**config.mk**
```make
export PLATFORM = sky130hd
export DESIGN_NAME = nand_ecc_fixer
export DESIGN_NICKNAME = d
export VERILOG_FILES = /design/src/rtl/nand_ecc_fixer.sv
export SDC_FILE = /design/constraint.sdc
export NUM_CORES = 1
export LEC_CHECK = 0
export BUFFER_PORTS_ARGS = -buffer_cell sky130_fd_sc_hd__buf_2
export CAP_MARGIN = 20
export CORE_MARGIN = 2
export CORE_UTILIZATION = 42
export CTS_CLUSTER_SIZE = 20
export DETAILED_ROUTE_END_ITERATION = 16
export HOLD_SLACK_MARGIN = 0.03
export PLACE_DENSITY = 0.78
export RECOVER_POWER = 50
export SYNTH_ARGS = -nofsm -noshare
export SYNTH_HDL_FRONTEND = slang
export SYNTH_SLANG_ARGS = --single-unit
```
**constraint.sdc**
```tcl
create_clock -name clk -period 1.5 [get_ports clk]
set_input_delay 0.15 -clock clk [delete_from_list [all_inputs] [get_ports clk]]
set_output_delay 0.15 -clock clk [all_outputs]
set_load 0.005 [all_outputs]
```
**src/rtl/nand_ecc_fixer.sv**
```systemverilog
module nand_ecc_fixer #(
  parameter int PAIRS = 12
) (
  input  logic        clk,
  input  logic        rst_n,
  input  logic        in_valid,
  output logic        in_ready,
  input  logic [23:0] stored_code,
  input  logic [23:0] calc_code,
  output logic        out_valid,
  input  logic        out_ready,
  output logic [1:0]  status,
  output logic [8:0]  byte_addr,
  output logic [2:0]  bit_idx,
  input  logic [8:0]  fix_addr,
  input  logic [7:0]  fix_in,
  output logic [7:0]  fix_out
);
  localparam int CODE_W = 24;
  localparam int WORD_W = 28;
  localparam int CNT_W  = $clog2(CODE_W + 1);

  localparam logic [1:0] ST_CLEAN = 2'd0;
  localparam logic [1:0] ST_FIXED = 2'd1;
  localparam logic [1:0] ST_CODE  = 2'd2;
  localparam logic [1:0] ST_BAD   = 2'd3;

  function automatic logic [WORD_W-1:0] unpack(input logic [CODE_W-1:0] c);
    return {c[23:20], c[15:8], 4'b0000, c[19:16], c[7:0]};
  endfunction

  function automatic logic [CNT_W-1:0] ones(input logic [WORD_W-1:0] w);
    logic [CNT_W-1:0] s;
    s = '0;
    for (int i = 0; i < WORD_W; i++) s = s + CNT_W'(w[i]);
    return s;
  endfunction

  logic [WORD_W-1:0] syn;
  logic [CNT_W-1:0]  cnt;
  logic [1:0]        cls;
  logic              take;

  assign syn  = unpack(stored_code) ^ unpack(calc_code);
  assign cnt  = ones(syn);
  assign in_ready = !out_valid || out_ready;
  assign take = in_valid && in_ready;

  always_comb begin
    if (syn == '0)                   cls = ST_CLEAN;
    else if (cnt == CNT_W'(PAIRS))   cls = ST_FIXED;
    else if (cnt == CNT_W'(1))       cls = ST_CODE;
    else                             cls = ST_BAD;
  end

  always_ff @(posedge clk or negedge rst_n) begin
    if (!rst_n) begin
      out_valid <= 1'b0;
      status    <= ST_CLEAN;
      byte_addr <= '0;
      bit_idx   <= '0;
    end else if (take) begin
      out_valid <= 1'b1;
      status    <= cls;
      byte_addr <= (cls == ST_FIXED) ? syn[27:19] : '0;
      bit_idx   <= (cls == ST_FIXED) ? syn[18:16] : '0;
    end else if (out_ready) begin
      out_valid <= 1'b0;
    end
  end

  assign fix_out = (out_valid && status == ST_FIXED && fix_addr == byte_addr)
                   ? (fix_in ^ (8'd1 << bit_idx)) : fix_in;


  hold_stable_chk: assert property (@(posedge clk) disable iff (!rst_n)
    out_valid && !out_ready |=> out_valid && $stable(status) && $stable(byte_addr) && $stable(bit_idx));


  idle_ready_chk: assert property (@(posedge clk) disable iff (!rst_n)
    !out_valid |-> in_ready);


  accept_valid_chk: assert property (@(posedge clk) disable iff (!rst_n)
    in_valid && in_ready |=> out_valid);


  equal_clean_chk: assert property (@(posedge clk) disable iff (!rst_n)
    in_valid && in_ready && stored_code == calc_code |=> status == ST_CLEAN);


  loc_zero_chk: assert property (@(posedge clk) disable iff (!rst_n)
    out_valid && status != ST_FIXED |-> byte_addr == '0 && bit_idx == '0);


  one_flip_chk: assert property (@(posedge clk) disable iff (!rst_n)
    $countones(fix_out ^ fix_in) <= 1);


  no_fix_chk: assert property (@(posedge clk) disable iff (!rst_n)
    !(out_valid && status == ST_FIXED) |-> fix_out == fix_in);
endmodule

```
# Word level (Yosys, flattened, before mapping)
# Cells that the tools add are included.
dict set report totals {
  regBits 15
  input_bits 69
  out_inout_bits 24
  word_cells 54
}
dict set report op_classes {
  n_addsub 27
  eq_ne 5
  shift 1
  n_mux 8
  bitwise 2
  reduce_logical 7
}
# op n
set ops {}
lappend ops {{adder 5 x 1 -> 5 bit} 23}
lappend ops {{logical NOT 28 bit} 1}
lappend ops {{bitwise XOR 28 bit} 1}
lappend ops {{equality test 9 bit} 1}
lappend ops {{two-way mux 9 bit} 1}
lappend ops {{two-way mux 8 bit} 1}
lappend ops {{<< shifter 1 x 3 -> 8 bit, first input constant} 1}
lappend ops {{bitwise XOR 8 bit} 1}
lappend ops {{adder 4 x 1 -> 5 bit} 1}
lappend ops {{equality test 5 x 1 -> 1 bit, second input constant} 1}
lappend ops {{equality test 5 x 4 -> 1 bit, second input constant} 1}
lappend ops {{adder 3 x 1 -> 4 bit} 1}
lappend ops {{equality test 2 x 1 -> 1 bit, second input constant} 2}
lappend ops {{two-way mux 2 bit} 2}
lappend ops {{adder 2 x 1 -> 3 bit} 1}
lappend ops {{logical AND 1 bit} 3}
lappend ops {{two-way mux 1 bit} 3}
lappend ops {{two-way mux 3 bit} 1}
lappend ops {{adder 1 x 1 -> 2 bit} 1}
lappend ops {{nonzero test 2 bit} 1}
lappend ops {{logical NOT 1 bit} 1}
lappend ops {{logical OR 1 bit} 1}

# Logic depth before layout (Yosys ltp)
dict set report depth {
  word_depth 34
  depth_mapped 18
  depth_no_buf 17
}

# Worst setup path before layout
# No wires, ideal clock.
dict set report synth_path {
  path_type {in2reg}
  startpoint {in calc_code[15]}
  endpoint {reg byte_addr[0]}
  setup_time_ns 0.091
  arrival_time_ns 4.663
  required_ns 1.409
  path_slack_ns -3.253
  path_stages 14
  path_buffers 1
  path_cell_list {xnor2_1 fa_1 fa_1 fa_1 fa_1 inv_1 fa_1 ha_1 inv_1 fa_1 nand3b_1 or4_4 buf_12 o31ai_4}
}
dict set report synth_via {
  elab_chain_len 12
  word_cells_on_any_way 14
  cone_classes {add/sub (5); eq/ne (3); mux (4); bitwise (1); reduce/logical (1)}
}
# item line_no
set synth_rtl {}
lappend synth_rtl {{from (decl)} 9} ;# input logic [23:0] calc_code,
lappend synth_rtl {{bitwise XOR 28 bit (*)} 44} ;# assign syn = unpack(stored_code) ^ unpack(calc_code);
lappend synth_rtl {{adder 5 x 1 -> 5 bit (5 in series)} 35} ;# for (int i = 0; i < WORD_W; i++) s = s + CNT_W'(w[i]);
lappend synth_rtl {{equality test 5 x 1 -> 1 bit} 52} ;# else if (cnt == CNT_W'(1)) cls = ST_CODE;
lappend synth_rtl {{two-way mux 1 bit} 52}
lappend synth_rtl {{two-way mux 2 bit} 51} ;# else if (cnt == CNT_W'(PAIRS)) cls = ST_FIXED;
lappend synth_rtl {{two-way mux 2 bit (*)} 50} ;# if (syn == '0) cls = ST_CLEAN;
lappend synth_rtl {{equality test 2 x 1 -> 1 bit (*)} 65} ;# byte_addr <= (cls == ST_FIXED) ? syn[27:19] : '0;
lappend synth_rtl {{two-way mux 9 bit (*)} 65}
lappend synth_rtl {{to (signal assigned)} 65}
lappend synth_rtl {{to (decl)} 13} ;# output logic [8:0] byte_addr,
# Every way passes the cells marked *; elsewhere a longest branch is shown, timed or not.
# A chain may end at the register's enable or synchronous reset.

# Worst setup path in the final report
dict set report layout_path {
  startpoint {in stored_code[3]}
  endpoint {reg byte_addr[0]}
}
dict set report layout_via {
  elab_chain_len 32
  word_cells_on_any_way 34
  cone_classes {add/sub (25); eq/ne (3); mux (4); bitwise (1); reduce/logical (1)}
}
# item line_no
set layout_rtl {}
lappend layout_rtl {{from (decl)} 8} ;# input logic [23:0] stored_code,
lappend layout_rtl {{bitwise XOR 28 bit (*)} 44}
lappend layout_rtl {{adder 3 x 1 -> 4 bit} 35}
lappend layout_rtl {{adder 4 x 1 -> 5 bit} 35}
lappend layout_rtl {{adder 5 x 1 -> 5 bit (23 in series)} 35}
lappend layout_rtl {{equality test 5 x 1 -> 1 bit} 52}
lappend layout_rtl {{two-way mux 1 bit} 52}
lappend layout_rtl {{two-way mux 2 bit} 51}
lappend layout_rtl {{two-way mux 2 bit (*)} 50}
lappend layout_rtl {{equality test 2 x 1 -> 1 bit (*)} 65}
lappend layout_rtl {{two-way mux 9 bit (*)} 65}
# Marked as above.

==> reports/metrics.cfg <==
[synth]
yosysSeqAreaShare_pct = 20.69
synth_xor_area_share_pct = 20.76
yosysWarnings = 0
synth.area.mux_share_pct = 0
synth-compound-area-share_pct = 14.90
synth-main-ff-cell = dfrtp_1
synthArstFlopShare_pct = 100.0
synth-edff-count = 0
avgSynthCellArea_um2 = 10.80
syn_area_mm2 = 0.001814
synth_cell_types = 32
yosys.area_share.simple_pct = 14.76
yosys.area.top_type = dfrtp_1
synth_top_family_by_area = adder cells
synth_area_leaders = dfrtp_1 21%, fa_1 19%, xnor2_1 17%
synth-seq-cells = 15
syn-num-nets = 261
synthAdderAreaFrac_pct = 23.59
syn_inst = 168
synth.top_cell.area_share_pct = 20.69

[global_route]
grt_pass1_vias = 1849
grt-busiest-layer = met2
antenna_found_initial = 0
grt_max_degree = 16
grt_pass1_wl_um = 7624
gr-total-overflow = 0
grtUsageMet3_pct = 2.035
grt_use_met2_pct = 39.21
track_usage_pct = 19.29
use_met1_pct = 18.82

[worst_setup_path]
cp.arrival_ns = 4.72
crit_fanout = 5
critPathCapture = byte_addr[0]
worstReg2RegStart = out_valid
crit_chain = buf_6, xnor2_2, fa_1, fa_1, fa_1, fa_1, inv_2, fa_1, ha_2, inv_2, fa_1, nand3b_1, or4_4, clkbuf_16, o31ai_4
crit_family = adder cells
reg2reg_slack_ns = 0.15
cp.required_ns = 1.67
crit_buf_inv = 4
critPathLaunchType = primary input
path_class = primary input to flip-flop
cp-end-kind = flip-flop
crit_path_start = stored_code[3]
cp_slowest_cell = fa_1
path_common_cell = fa_1
r2r_cells = 6
timing.rr.end = byte_addr[8]
crit_cells = 15
slowest_delay_ns = 0.61

[worst_hold_path]
hp-start = in_valid
hold_path.class = primary input to flip-flop

[sta]
setup_viol = 22
rsz0062_at_grt = true
fin_skew_ns = 0.001104
setup_slack_ns = -3.058
final_max_slew_viol_count = 0
fmax_mhz = 219.4
period_share_pct = 303.9
hold_viol = 0
whs_ns = 0.1089
slew_headroom_pct = 46.53
worst_slew_pin_slew_ns = 0.8020
period_needed_ns = 4.558

[cells_and_area]
nets = 398
multi_input_area_mm2 = 0.001550
post_layout_nonfiller_instances = 354
most-common-layout-cells = 81 x buf_2, 40 x buf_4, 24 x xnor2_1
antenna_cells = 0
layout_commonest_cell = buf_2
finish.utilization_pct = 73.45
layout-drive-gt1-share_pct = 55.92
fillers = 293
syn2layout_area_growth_pct = 65.45
regArea_um2 = 375.4

[clocking]
insertion_delay_ns = 0.25
cts_tree = yes
cts_inserted_buffers = 3
root_buffer = clkbuf_8
clock_sinks = 15
path_clk_slew_ns = 0.06
h-tree-depth = 1
clock_path_buffers = 2

[route]
drt-initial-drc-count = 32
via_count = 1718
avgRoutedWirePerCell_um = 13.23
ant_nets = 0
viasPerCell = 4.853
dr.pass1.iters = 3
wl_um = 4683
drc = 0

[placed_design]
place_inst = 340
gp_congestion = 0.8092
dp_hpwl_um = 3864
dp_slack_ns = -3.398
numPortBuffers = 92

[pwr]
vdd.ir_drop.worst_mv = 1.215
total_power_mw = 5.427
p_leak_nw = 1.451
p_per_area_mw_per_mm2 = 1808

[floorplanning]
die_area_mm2 = 0.004862
pin_count = 93
die_w_um = 69.73
start_util_pct = 44.40
placementRows = 23
core_mm2 = 0.004086
die_y_um = 69.73

[run_status]
outcome = complete, but fails checks
violations = negative setup slack

[flow_run]
cap_violations = 0

layer usage:
metal  wire [µm]  vias up  share of wire [%]
met2        2720       66                 58
met4         106        0                2.3
met3         273        9                5.8
met5           0        -                  0
li1            -      845                  -
met1        1583      798                 34
registers in the layout, summed over array words and instances, names as in the netlist:
| register | flops |
|---|---|
| bit_idx | 3 |
| byte_addr | 9 |
| out_valid | 1 |
| status | 2 |
cells in the mapped netlist, types with 2 or more instances:
cell	number
nand2b_1	2
nand3_1	2
nor2b_1	3
nand2_1	17
nor3_1	2
nand4_1	8
xnor2_1	35
xor2_1	8
fa_1	17
nor4_1	3
o31ai_1	2
o31ai_4	10
dfrtp_1	15
clkbuf_1	3
ha_1	7
nand4b_1	3
inv_1	16
worst min-delay path by stage:
stage	end	slack (ns)	cells after the start
2_1_floorplan	bit_idx[0]	-0.15	0
3_3_place_gp	byte_addr[2]	0.06	1
3_5_place_dp	byte_addr[4]	0.07	1
4_1_cts	out_valid	0.11	2
5_1_grt	out_valid	0.13	2
6_report	out_valid	0.11	2
metrics by stage:
stage               instance area [µm²]  setup TNS [ns]
floorplan                          1943          -43.36
detailed placement                 2718          -48.72
global placement                   2718          -47.13
global route                       3002          -48.93
CTS                                2895          -45.52
finish                             3002          -46.09
cell type report:
cell class                      count  area share, %
Clock buffer                        4          1.501
Sequential cell                    15          12.51
Multi-Input combinational cell    132          51.65
Tap cell                           50          2.084
Inverter                           16          2.001
Timing Repair Buffer              137          30.26
logic make-up (layout without fill, tap and decap cells):
group / Yosys count / after routing
AND/OR/NAND/NOR: 47 / 47
AO/OA/AOI/OAI: 18 / 18
XOR/XNOR: 43 / 43
buffers and inverters: 21 / 157
adder cells (fa/ha/maj): 24 / 24
flip-flops: 15 / 15
what timing repair did:
action,in CTS,in global routing
gates resized for setup,18,8
gates cloned,0,1
hold buffers,1,0
endpoints found under the hold margin,15,0
buffers inserted,4,4
pin swaps,5,3
setup endpoints to repair,22,22
where the power goes:
| part | switching [mW] | leakage (nW) | total (mW) | internal (mW) |
|---|---|---|---|---|
| registers | 0.0324 | 0.200 | 0.495 | 0.463 |
| clock network | 0.140 | 0.0228 | 0.328 | 0.188 |
| logic | 2.30 | 1.23 | 4.60 | 2.31 |
| total | 2.47 | 1.45 | 5.43 | 2.96 |
No activity file was read; power rests on OpenSTA's default activity.
